<file path="config.mk">
export PLATFORM = sky130hd
export DESIGN_NAME = bmp2pred_unit
export DESIGN_NICKNAME = d
export VERILOG_FILES = /design/src/rtl/bmp2pred_pkg.sv /design/src/rtl/bmp2pred_decode.sv /design/src/rtl/bmp2pred_expand.sv /design/src/rtl/bmp2pred_unit.sv
export SDC_FILE = /design/constraint.sdc
export NUM_CORES = 1
export LEC_CHECK = 0
export BUFFER_PORTS_ARGS = -buffer_cell sky130_fd_sc_hd__buf_2
export CAP_MARGIN = 20
export CORE_AREA = 2 2 130 132
export DETAILED_ROUTE_END_ITERATION = 8
export DIE_AREA = 0 0 132 134
export GPL_TIMING_DRIVEN = 0
export HOLD_SLACK_MARGIN = 0.02
export SETUP_SLACK_MARGIN = 0.5
export SYNTH_ARGS = -nofsm -noshare
export SYNTH_HDL_FRONTEND = slang
export SYNTH_SLANG_ARGS = --single-unit
</file>
<file path="constraint.sdc">
create_clock -name clk -period 3 [get_ports clk]
set_clock_uncertainty 0.2 [all_clocks]
set_input_delay 0.6 -clock clk [delete_from_list [all_inputs] [get_ports clk]]
set_output_delay 0.6 -clock clk [all_outputs]
set_load 0.02 [all_outputs]
</file>
<file path="src/rtl/bmp2pred_pkg.sv">
package bmp2pred_pkg;
  localparam int INSTR_W = 32;
  localparam int ZN_W    = 5;
  localparam int PD_W    = 4;
  localparam int IDX_W   = 3;
  localparam int NSIZES  = 4;

  typedef enum logic [1:0] {
    ESZ_B = 2'd0,
    ESZ_H = 2'd1,
    ESZ_W = 2'd2,
    ESZ_D = 2'd3
  } esz_t;

  typedef struct packed {
    logic             undef;
    esz_t             esz;
    logic [IDX_W-1:0] idx;
    logic [ZN_W-1:0]  zn;
    logic [PD_W-1:0]  pd;
  } dec_t;
endpackage

</file>
<file path="src/rtl/bmp2pred_decode.sv">
module bmp2pred_decode
  import bmp2pred_pkg::*;
(
  input  logic [INSTR_W-1:0] instr,
  output dec_t               dec
);
  logic common_ok;
  logic m_b, m_h, m_w, m_d;

  always_comb begin
    common_ok = (instr[31:24] == 8'b0000_0101) &&
                (instr[15:10] == 6'b001110) && !instr[4];
    m_b = (instr[23:16] == 8'b0010_1010);
    m_h = (instr[23:22] == 2'b00) && (instr[21:18] == 4'b1011) && !instr[16];
    m_w = (instr[23:22] == 2'b01) && (instr[21:19] == 3'b101) && !instr[16];
    m_d = instr[23] && (instr[21:19] == 3'b101) && !instr[16];
  end

  always_comb begin
    dec.zn    = instr[9:5];
    dec.pd    = instr[3:0];
    dec.esz   = ESZ_B;
    dec.idx   = '0;
    dec.undef = 1'b1;
    if (common_ok) begin
      if (m_b) begin
        dec.esz   = ESZ_B;
        dec.undef = 1'b0;
      end else if (m_h) begin
        dec.esz   = ESZ_H;
        dec.idx   = {2'b00, instr[17]};
        dec.undef = 1'b0;
      end else if (m_w) begin
        dec.esz   = ESZ_W;
        dec.idx   = {1'b0, instr[18:17]};
        dec.undef = 1'b0;
      end else if (m_d) begin
        dec.esz   = ESZ_D;
        dec.idx   = {instr[22], instr[18:17]};
        dec.undef = 1'b0;
      end
    end
  end

  // the four form patterns never overlap
  always_comb begin
    assert_onehot_form_R1: assert ($onehot0({m_b, m_h, m_w, m_d}));
  end
endmodule

</file>
<file path="src/rtl/bmp2pred_expand.sv">
module bmp2pred_expand
  import bmp2pred_pkg::*;
#(
  parameter int VL = 256,
  localparam int PL = VL / 8
) (
  input  logic [VL-1:0]    operand,
  input  esz_t             esz,
  input  logic [IDX_W-1:0] idx,
  input  logic             undef,
  output logic [PL-1:0]    pred
);
  logic [PL-1:0] cand [NSIZES];

  for (genvar s = 0; s < NSIZES; s++) begin : g_sz
    localparam int PSZ   = 1 << s;
    localparam int ELEMS = PL / PSZ;
    logic [ELEMS-1:0] bmp;
    logic [PL-1:0]    spread;

    always_comb begin
      int base;
      base = int'(idx) & (PSZ - 1);
      bmp  = operand[base*ELEMS +: ELEMS];
    end

    for (genvar e = 0; e < ELEMS; e++) begin : g_el
      assign spread[e*PSZ] = bmp[e];
      if (PSZ > 1) begin : g_pad
        assign spread[e*PSZ+1 +: PSZ-1] = '0;
      end
    end

    assign cand[s] = spread;
  end

  assign pred = undef ? '0 : cand[esz];
endmodule

</file>
<file path="src/rtl/bmp2pred_unit.sv">
module bmp2pred_unit
  import bmp2pred_pkg::*;
#(
  parameter int VL = 256,
  localparam int PL = VL / 8
) (
  input  logic               clk,
  input  logic               rst,
  input  logic               in_valid,
  output logic               in_ready,
  input  logic [INSTR_W-1:0] in_instr,
  input  logic [VL-1:0]      in_operand,
  output logic               out_valid,
  input  logic               out_ready,
  output logic [PL-1:0]      out_pred,
  output logic [ZN_W-1:0]    out_zn,
  output logic [PD_W-1:0]    out_pd,
  output logic               out_undef,
  output logic               out_pred_we
);
  dec_t          dec;
  logic [PL-1:0] pred_d;
  logic          valid_q;
  logic [PL-1:0] pred_q;
  logic [ZN_W-1:0] zn_q;
  logic [PD_W-1:0] pd_q;
  logic          undef_q;
  esz_t          esz_q;
  logic          take;

  bmp2pred_decode u_dec (
    .instr (in_instr),
    .dec   (dec)
  );

  bmp2pred_expand #(.VL(VL)) u_exp (
    .operand (in_operand),
    .esz     (dec.esz),
    .idx     (dec.idx),
    .undef   (dec.undef),
    .pred    (pred_d)
  );

  assign in_ready = !valid_q || out_ready;
  assign take     = in_valid && in_ready;

  always_ff @(posedge clk) begin
    if (rst) begin
      valid_q <= 1'b0;
      pred_q  <= '0;
      zn_q    <= '0;
      pd_q    <= '0;
      undef_q <= 1'b0;
      esz_q   <= ESZ_B;
    end else begin
      if (in_ready) valid_q <= in_valid;
      if (take) begin
        pred_q  <= pred_d;
        zn_q    <= dec.zn;
        pd_q    <= dec.pd;
        undef_q <= dec.undef;
        esz_q   <= dec.esz;
      end
    end
  end

  assign out_valid   = valid_q;
  assign out_pred    = pred_q;
  assign out_zn      = zn_q;
  assign out_pd      = pd_q;
  assign out_undef   = undef_q;
  assign out_pred_we = valid_q && !undef_q;

  function automatic logic [PL-1:0] pad_mask(esz_t sz);
    logic [PL-1:0] m;
    int psz;
    psz = 1 << int'(sz);
    for (int k = 0; k < PL; k++) m[k] = (k % psz) != 0;
    return m;
  endfunction

  assert_stall_hold_R8: assert property (@(posedge clk) disable iff (rst)
    out_valid && !out_ready |=> out_valid && $stable(out_pred) &&
      $stable(out_zn) && $stable(out_pd) && $stable(out_undef));

  assert_accept_shows_R8: assert property (@(posedge clk) disable iff (rst)
    in_valid && in_ready |=> out_valid);

  assert_undef_zero_R6: assert property (@(posedge clk) disable iff (rst)
    out_valid && out_undef |-> (out_pred == '0) && !out_pred_we);

  // padding bits inside each wide element stay clear
  assert_pad_zero_R3: assert property (@(posedge clk) disable iff (rst)
    out_valid |-> (out_pred & pad_mask(esz_q)) == '0);

  assert_reset_clear_R9: assert property (@(posedge clk)
    $past(rst) |-> !out_valid);
endmodule

</file>
# Word level (Yosys, flattened, before mapping)
# Index checks and enable logic that the tools add are counted.
[classes]
n_eq_ne = 6
magnitude_cmp = 1
n_div = 0
reduce_logical = 16
addsub = 0
shift = 3
n_mux = 10
mul = 0
n_bitwise = 1
[op_table]
columns = ["operator", "n"]
rows = [
  ["$shiftx 256x6->16", 1],
  ["$shiftx 256x6->4", 1],
  ["$shiftx 256x6->8", 1],
  ["$mux 32", 3],
  ["$bmux 32 s2", 1],
  ["$mux 6", 4],
  ["$logic_and 1x1->1", 10],
  ["$eq 8x3->1 const B", 1],
  ["$eq 8x6->1 const B", 1],
  ["$eq 6x4->1 const B", 1],
  ["$mux 3", 2],
  ["$eq 4x4->1 const B", 1],
  ["$logic_not 1->1", 4],
  ["$eq 3x3->1 const B", 1],
  ["$ge 3x3->1 const B", 1],
  ["$not 2->3", 1],
  ["$eq 2x1->1 const B", 1],
  ["$logic_not 2->1", 1],
  ["$logic_or 1x1->1", 1],
]
[totals]
mem_bits_rw = 0
in_bits = 292
latchBits = 0
wordCells = 42
rom_bits = 0
n_memories = 0
regBits = 43
output_inout_bits = 45

# Longest topological paths before layout
[depth]
word_depth = 13
depth_mapped = 9
mapped_depth_nobuf = 6

# By module
# A second synthesis with hierarchy kept.
[unflattened]
cells_unflattened = 359
area_unflattened_um2 = 3348.2
[by_module_without_submodules]
columns = ["mod", "instances", "area_per_inst_um2", "seq_area_each_um2", "cells_each"]
rows = [
  ["bmp2pred_unit", 1, 2013.2, 860.8, 197],
  ["bmp2pred_expand", 1, 1094.8, 0.0, 132],
  ["bmp2pred_decode", 1, 240.2, 0.0, 30],
]

# Least setup slack after synthesis
# No wires, ideal clock.
[synth_path]
path_type = "input port to flip-flop"
from = "in in_instr[22]"
to = "reg pred_q[20], in the netlist out_pred[20]"
required_time_ps = 2668
path_buffers = 3
path_stages = 8
arrival_ps = 2114
path_slack_ps = 554
setup_time_ps = 132
cell_sequence = "buf_2 -> o31a_1 -> clkbuf_1 -> nand3_1 -> buf_2 -> mux2_2 -> o2111ai_1 -> a31oi_1"
[synth_via]
elab_chain_cells = 12
elab_cells_between_ends = 19
cone_classes = "2 x eq/ne; 2 x shift; 9 x mux; 1 x bitwise; 5 x reduce/logical"
[synth_rtl]
columns = ["element", "line_no", "rtl"]
rows = [
  ["from (decl)", "bmp2pred_unit.sv:11", "input logic [INSTR_W-1:0] in_instr,"],
  ["$eq 2x1->1", "bmp2pred_decode.sv:15", "m_w = (instr[23:22] == 2'b01) && (instr[21:19] == 3'b101) && !instr[16];"],
  ["$logic_and 1x1->1 (2 in series)", "bmp2pred_decode.sv:15", ""],
  ["$mux 6", "bmp2pred_decode.sv:33", "end else if (m_w) begin"],
  ["$mux 6", "bmp2pred_decode.sv:29", "end else if (m_h) begin"],
  ["$mux 3", "bmp2pred_decode.sv:26", "if (m_b) begin"],
  ["$mux 6 (*)", "bmp2pred_decode.sv:25", "if (common_ok) begin"],
  ["$shiftx 256x6->8, or another cell as far along", "bmp2pred_expand.sv:24", "bmp = operand[base*ELEMS +: ELEMS];"],
  ["$bmux 32 s2", "bmp2pred_expand.sv:37", "assign pred = undef ? '0 : cand[esz];"],
  ["$mux 32 (not written as such) (2 in series)", "bmp2pred_expand.sv:37", ""],
  ["$mux 32 (*)", "bmp2pred_expand.sv:37", ""],
  ["to (signal assigned)", "bmp2pred_unit.sv:58", "pred_q <= pred_d;"],
  ["to (decl)", "bmp2pred_unit.sv:24", "logic [PL-1:0] pred_q;"],
]
# Mark *: on every way between the ends. The rest lies on a longest branch, timed or not. The select of a mux whose other input is x is not followed.
# A chain may end at the register's enable or synchronous reset.

# Final worst setup path
[layout_path]
from = "in in_instr[23]"
to = "reg pred_q[28], in the netlist out_pred[28]"
[layout_via]
elab_chain_cells = 12
elab_cells_between_ends = 22
cone_classes = "2 x eq/ne; 2 x shift; 10 x mux; 1 x bitwise; 7 x reduce/logical"
[layout_rtl]
columns = ["element", "line_no"]
rows = [
  ["$eq 2x1->1 / $logic_and 1x1->1 (equally long branches)", "bmp2pred_decode.sv:15, bmp2pred_decode.sv:16"],
  ["$logic_and 1x1->1, on equally long branches", "bmp2pred_decode.sv:15, bmp2pred_decode.sv:16"],
  ["$logic_and 1x1->1 / $mux 6 (equally long branches)", "bmp2pred_decode.sv:15, bmp2pred_decode.sv:37"],
  ["$mux 6", "bmp2pred_decode.sv:33"],
  ["$mux 6", "bmp2pred_decode.sv:29"],
  ["$mux 3", "bmp2pred_decode.sv:26"],
  ["$mux 6 (*)", "bmp2pred_decode.sv:25"],
  ["$shiftx 256x6->8, or another cell as far along", "bmp2pred_expand.sv:24"],
  ["$bmux 32 s2", "bmp2pred_expand.sv:37"],
  ["$mux 32 (not written as such) (2 in series)", "bmp2pred_expand.sv:37"],
  ["$mux 32 (*)", "bmp2pred_expand.sv:37"],
]
# Marks and branches as above.

==> Flow_metrics.wiki <==
{| class="wikitable"
! Metric !! Value
|-
| Number of pins with negative max-slew slack in the final report || 0
|-
| Setup repair after global routing missed its margin || yes
|-
| IR Drop Worst-Case VDD || approximately 0.2 mV
|-
| Internal cell power || just under 1 mW
|-
| Critical Path End Type || flop
|-
| Number of nets still failing antenna checks after routing || 0
|-
| Global router's overall resource usage || 0.143
|-
| Synth Area in Simple Gates || 0.283
|-
| Number of global-route vias before repair || between 3000 and 4000
|-
| NetSw || roughly 0.39 mW
|-
| Xor/xnor cell area share of the yosys netlist || 0
|-
| Maximum root-to-sink buffer count || 2
|-
| Chip height || roughly 130 um
|-
| Initial cell density of the core || 0.175
|-
| Area occupied by registers || 861 um2
|-
| Area occupied by multi-input gates || around 1900 um2
|-
| Clk Latency, worst-skew pair || 0.29 ns
|-
| Number of buffer cells added on primary ports || around 110
|-
| FFs w/ async S/R, synth || 0
|-
| Syn nets || ~670
|-
| Maximum number of pins on one net before global-route repair || 14
|-
| Power per standard cell area || around 340 nW/um2
|-
| Number of diodes added for antenna fixing || 0
|-
| Synth Area in Adders || 0.00351
|-
| Gp weighted congestion || 0.957
|-
| End-of-flow core utilization || 0.246
|-
| Net total in the final layout || around 790
|-
| Sequential Power Share || 0.429
|-
| Overflow left after global routing || 0
|-
| Fraction of synthesized area in multiplexers || 0.0725
|-
| Transition time at the pin with the least slew margin || 0.646 ns
|-
| Run status || finished clean
|-
| Detailed-router iteration count before antenna repair || 5
|-
| Relative contribution of combinational cells to total power || 0.176
|-
| Core ar. || 16300 um2
|-
| P_leak || 1.68 nW
|-
| Count of boundary I/O pins || around 340
|-
| Synth area leaders || sky130_fd_sc_hd__dfxtp_1 30%, sky130_fd_sc_hd__nand2_1 6.3%, sky130_fd_sc_hd__mux2i_1 5.3%, sky130_fd_sc_hd__nor2_1 5.0%, sky130_fd_sc_hd__a21oi_1 4.9%
|-
| Max-capacitance violation count || 0
|-
| Worst stage delay on the critical path || 0.32 ns
|-
| Clock Sink Count || 43
|-
| Minimum period implied by the final worst setup slack || ~2.5 ns
|-
| Clock-pin slew reported for the worst setup and hold paths after clock tree synthesis || roughly 0.06 ns
|-
| Syn-to-layout area delta || 40.7%
|-
| Area of the mapped netlist || between 2000 and 3000 um2
|-
| Synth Register Bits || 43
|-
| Number of levels the H-tree was split into || 2
|-
| Post-synth top area cell || sky130_fd_sc_hd__dfxtp_1
|-
| Crit path kind || input pin to flop
|-
| Path category of the worst min-delay check || flop to flop
|-
| Root cell of the clock tree || sky130_fd_sc_hd__clkbuf_16
|-
| Unique cell type count in the Yosys netlist || 52
|-
| Biggest fanout along the worst timing path || 10
|-
| Number of vias in the routed layout || 3599
|-
| Number of rows created at floorplan || 47
|-
| Signal arrival time at the worst endpoint || around 2.5 ns
|-
| Half-perimeter wire length of the detailed placement result || 10300 um
|-
| Top cell type's share of synthesized area || 0.302
|-
| Dominant combinational cell family by area after synthesis || simple AND/OR/NAND/NOR gates
|-
| Post-synthesis area per instance || around 7.6 um2
|-
| Post-route setup TNS || 0 ns
|-
| Highest Clock Rate || roughly 400 MHz
|-
| Antenna violations before repair || 0
|-
| Part of the Yosys area used for sequential elements || 0.302
|-
| Initial detailed-routing violation count || approximately 410
|-
| Cells after synthesis || roughly 380
|-
| Primary flip-flop cell chosen by synthesis mapping || sky130_fd_sc_hd__dfxtp_1
|-
| Overall routed net length || about 13000 um
|-
| Number of warning messages in the yosys log || 0
|-
| Most used cell along the critical path || sky130_fd_sc_hd__buf_2
|-
| Final count of hold timing violations || 0
|-
| Switching power share of the total || 0.287
|-
| Slowest stage cell on the critical path || sky130_fd_sc_hd__o211ai_1
|-
| CTS tree || yes
|-
| Required time of the critical path || approximately 3 ns
|-
| Detailed-route wire length per cell || between 15 and 20 um
|-
| First-pass GRT wire length || roughly 20000 um
|-
| Number of clock buffers inserted by TritonCTS || 5
|-
| Number of remaining DRC errors || 0
|-
| Synthesized-area fraction occupied by ao, oa, aoi and oai cells || 0.274
|-
| Worst Setup Start Kind || input pin
|-
| Post-route clock period utilization || 0.833
|-
| Clock power frac || 0.395
|-
| Worst relative slew slack || 0.569
|-
| Fraction of layout cells with a size suffix above 1 || 0.358
|-
| Count of flip-flops with a built-in enable after synthesis || 0
|-
| Area enclosed by the die boundary || about 18000 um2
|-
| Floorplan die width || ~130 um
|-
| Crit path cell chain || buf_2 -> buf_2 -> o21a_1 -> buf_2 -> nand3_2 -> o21ai_2 -> o21ai_0 -> o211ai_1 -> a31oi_1
|-
| Total of endpoints with negative setup slack in the final report || 0
|-
| Via density per instance || around 5.0
|-
| Fill cells || approximately 1800
|}
[kinds of logic (layout without fill, tap and decap cells)]
group | Yosys count | count (layout)
muxes | 20 | 20
adders and majority gates | 1 | 1
DFF | 43 | 43
AOI/OAI and AO/OA | 116 | 116
and+or+nand+nor | 155 | 155
buffers and inverters | 42 | 165
[cell type report]
cell class / instances / area share
Multi-Input combinational cell: 292 / 0.476
Sequential cell: 43 / 0.215
Timing Repair Buffer: 115 / 0.149
Tap cell: 220 / 0.0687
Buffer: 33 / 0.0478
Clock buffer: 6 / 0.0322
Inverter: 9 / 0.00843
Clock inverter: 2 / 0.00312
[worst max-delay path: cells and delay by family]
kind / cells / cell delay (ns)
AOI/OAI and AO/OA: 5 / 0.99
buffers and inverters: 3 / 0.63
and+or+nand+nor: 1 / 0.23
[registers in the layout, summed over array words and instances (netlist names)]
| name | flops |
|---|---|
| out_valid | 1 |
| out_pred | 32 |
| out_undef | 1 |
| out_pd | 4 |
| out_zn | 5 |
[cell usage after synthesis, drive strengths merged, types with 2 or more instances]
| master | instances |
|---|---|
| nand2 | 50 |
| dfxtp | 43 |
| nor2 | 38 |
| a21oi | 28 |
| clkbuf | 20 |
| o21ai | 19 |
| nand3 | 17 |
| a22oi | 16 |
| mux2i | 15 |
| buf | 13 |
| nand4 | 13 |
| a31oi | 10 |
| a211o | 9 |
| inv | 9 |
| o211ai | 8 |
| nor3 | 7 |
| mux2 | 5 |
| nor4 | 5 |
| o2111ai | 5 |
| and2 | 4 |
| and4bb | 3 |
| nor2b | 3 |
| nor4bb | 3 |
| o311ai | 3 |
| or3 | 3 |
| a311o | 2 |
| a311oi | 2 |
| a31o | 2 |
| a32oi | 2 |
| and3 | 2 |
| nand2b | 2 |
| o21a | 2 |
| o21bai | 2 |
| o31a | 2 |
| or4 | 2 |
[placed cells by master (no fill, tap or decap), drive strengths merged, types with 3 or more instances in the layout]
cell type,Yosys,routed
and2,4,4
dfxtp,43,43
clkbuf,20,25
nor2,38,38
mux2i,15,15
o2111ai,5,5
nand3,17,17
a31oi,10,10
inv,9,9
o21ai,19,19
o311ai,3,3
or3,3,3
a21oi,28,28
and4bb,3,3
nand2,50,50
nor4bb,3,3
nor3,7,7
buf,13,129
a22oi,16,16
o211ai,8,8
mux2,5,5
nor4,5,5
nor2b,3,3
a211o,9,9
nand4,13,13
[per-stage QoR]
step / setup slack, ns / area, um2 / instances / total power [mW] / hold slack (ns)
2_1_floorplan: 0.554 / 2850 / 377 / 0.709 / 0.330
3_3_place_gp: -0.133 / 3660 / 705 / 0.826 / 0.240
3_5_place_dp: -0.0480 / 3660 / 705 / 0.825 / 0.242
4_1_cts: 0.492 / 3900 / 717 / 1.37 / 0.249
5_1_grt: 0.450 / 4010 / 720 / 1.42 / 0.270
6_report: 0.502 / 4010 / 720 / 1.36 / 0.249
[per-layer routing]
metal / vias to the layer above / GRT usage / wire [um]
li1: 1653 / - / -
met1: 1690 / 0.187 / 5780
met2: 224 / 0.233 / 6100
met3: 32 / 0.0333 / 1070
met4: 0 / 0.0471 / 346
met5: - / 0 / 0
[what timing repair did]
item / 4_1_cts / 5_1_grt
pin swaps: 2 / 5
hold buffers: 0 / 0
gates resized for setup: 22 / 36
buffers inserted: 4 / 3
endpoints found under the setup margin: 33 / 27
[power by group through the flow]
stage / logic, mW / registers, mW / clock network [mW]
after detailed placement: 0.227 / 0.598 / 0
after floorplan: 0.101 / 0.608 / 0
after CTS: 0.232 / 0.585 / 0.556
final: 0.240 / 0.585 / 0.539
after global routing: 0.258 / 0.586 / 0.571
after global placement: 0.228 / 0.598 / 0
[path summary, 6_finish.rpt]
check / slack (ns) / cells after the start / from / endpoint
max reg2reg: 0.73 / 7 / out_valid$_SDFFE_PP0N_ / out_pred[24]$_SDFFE_PP0P_
max: 0.50 / 9 / in_instr[23] / out_pred[28]$_SDFFE_PP0P_
min: 0.25 / 2 / out_pred[6]$_SDFFE_PP0P_ / out_pred[6]$_SDFFE_PP0P_
min reg2reg: 0.25 / 2 / out_pred[6]$_SDFFE_PP0P_ / out_pred[6]$_SDFFE_PP0P_
Power figures use the tool's default switching activity.
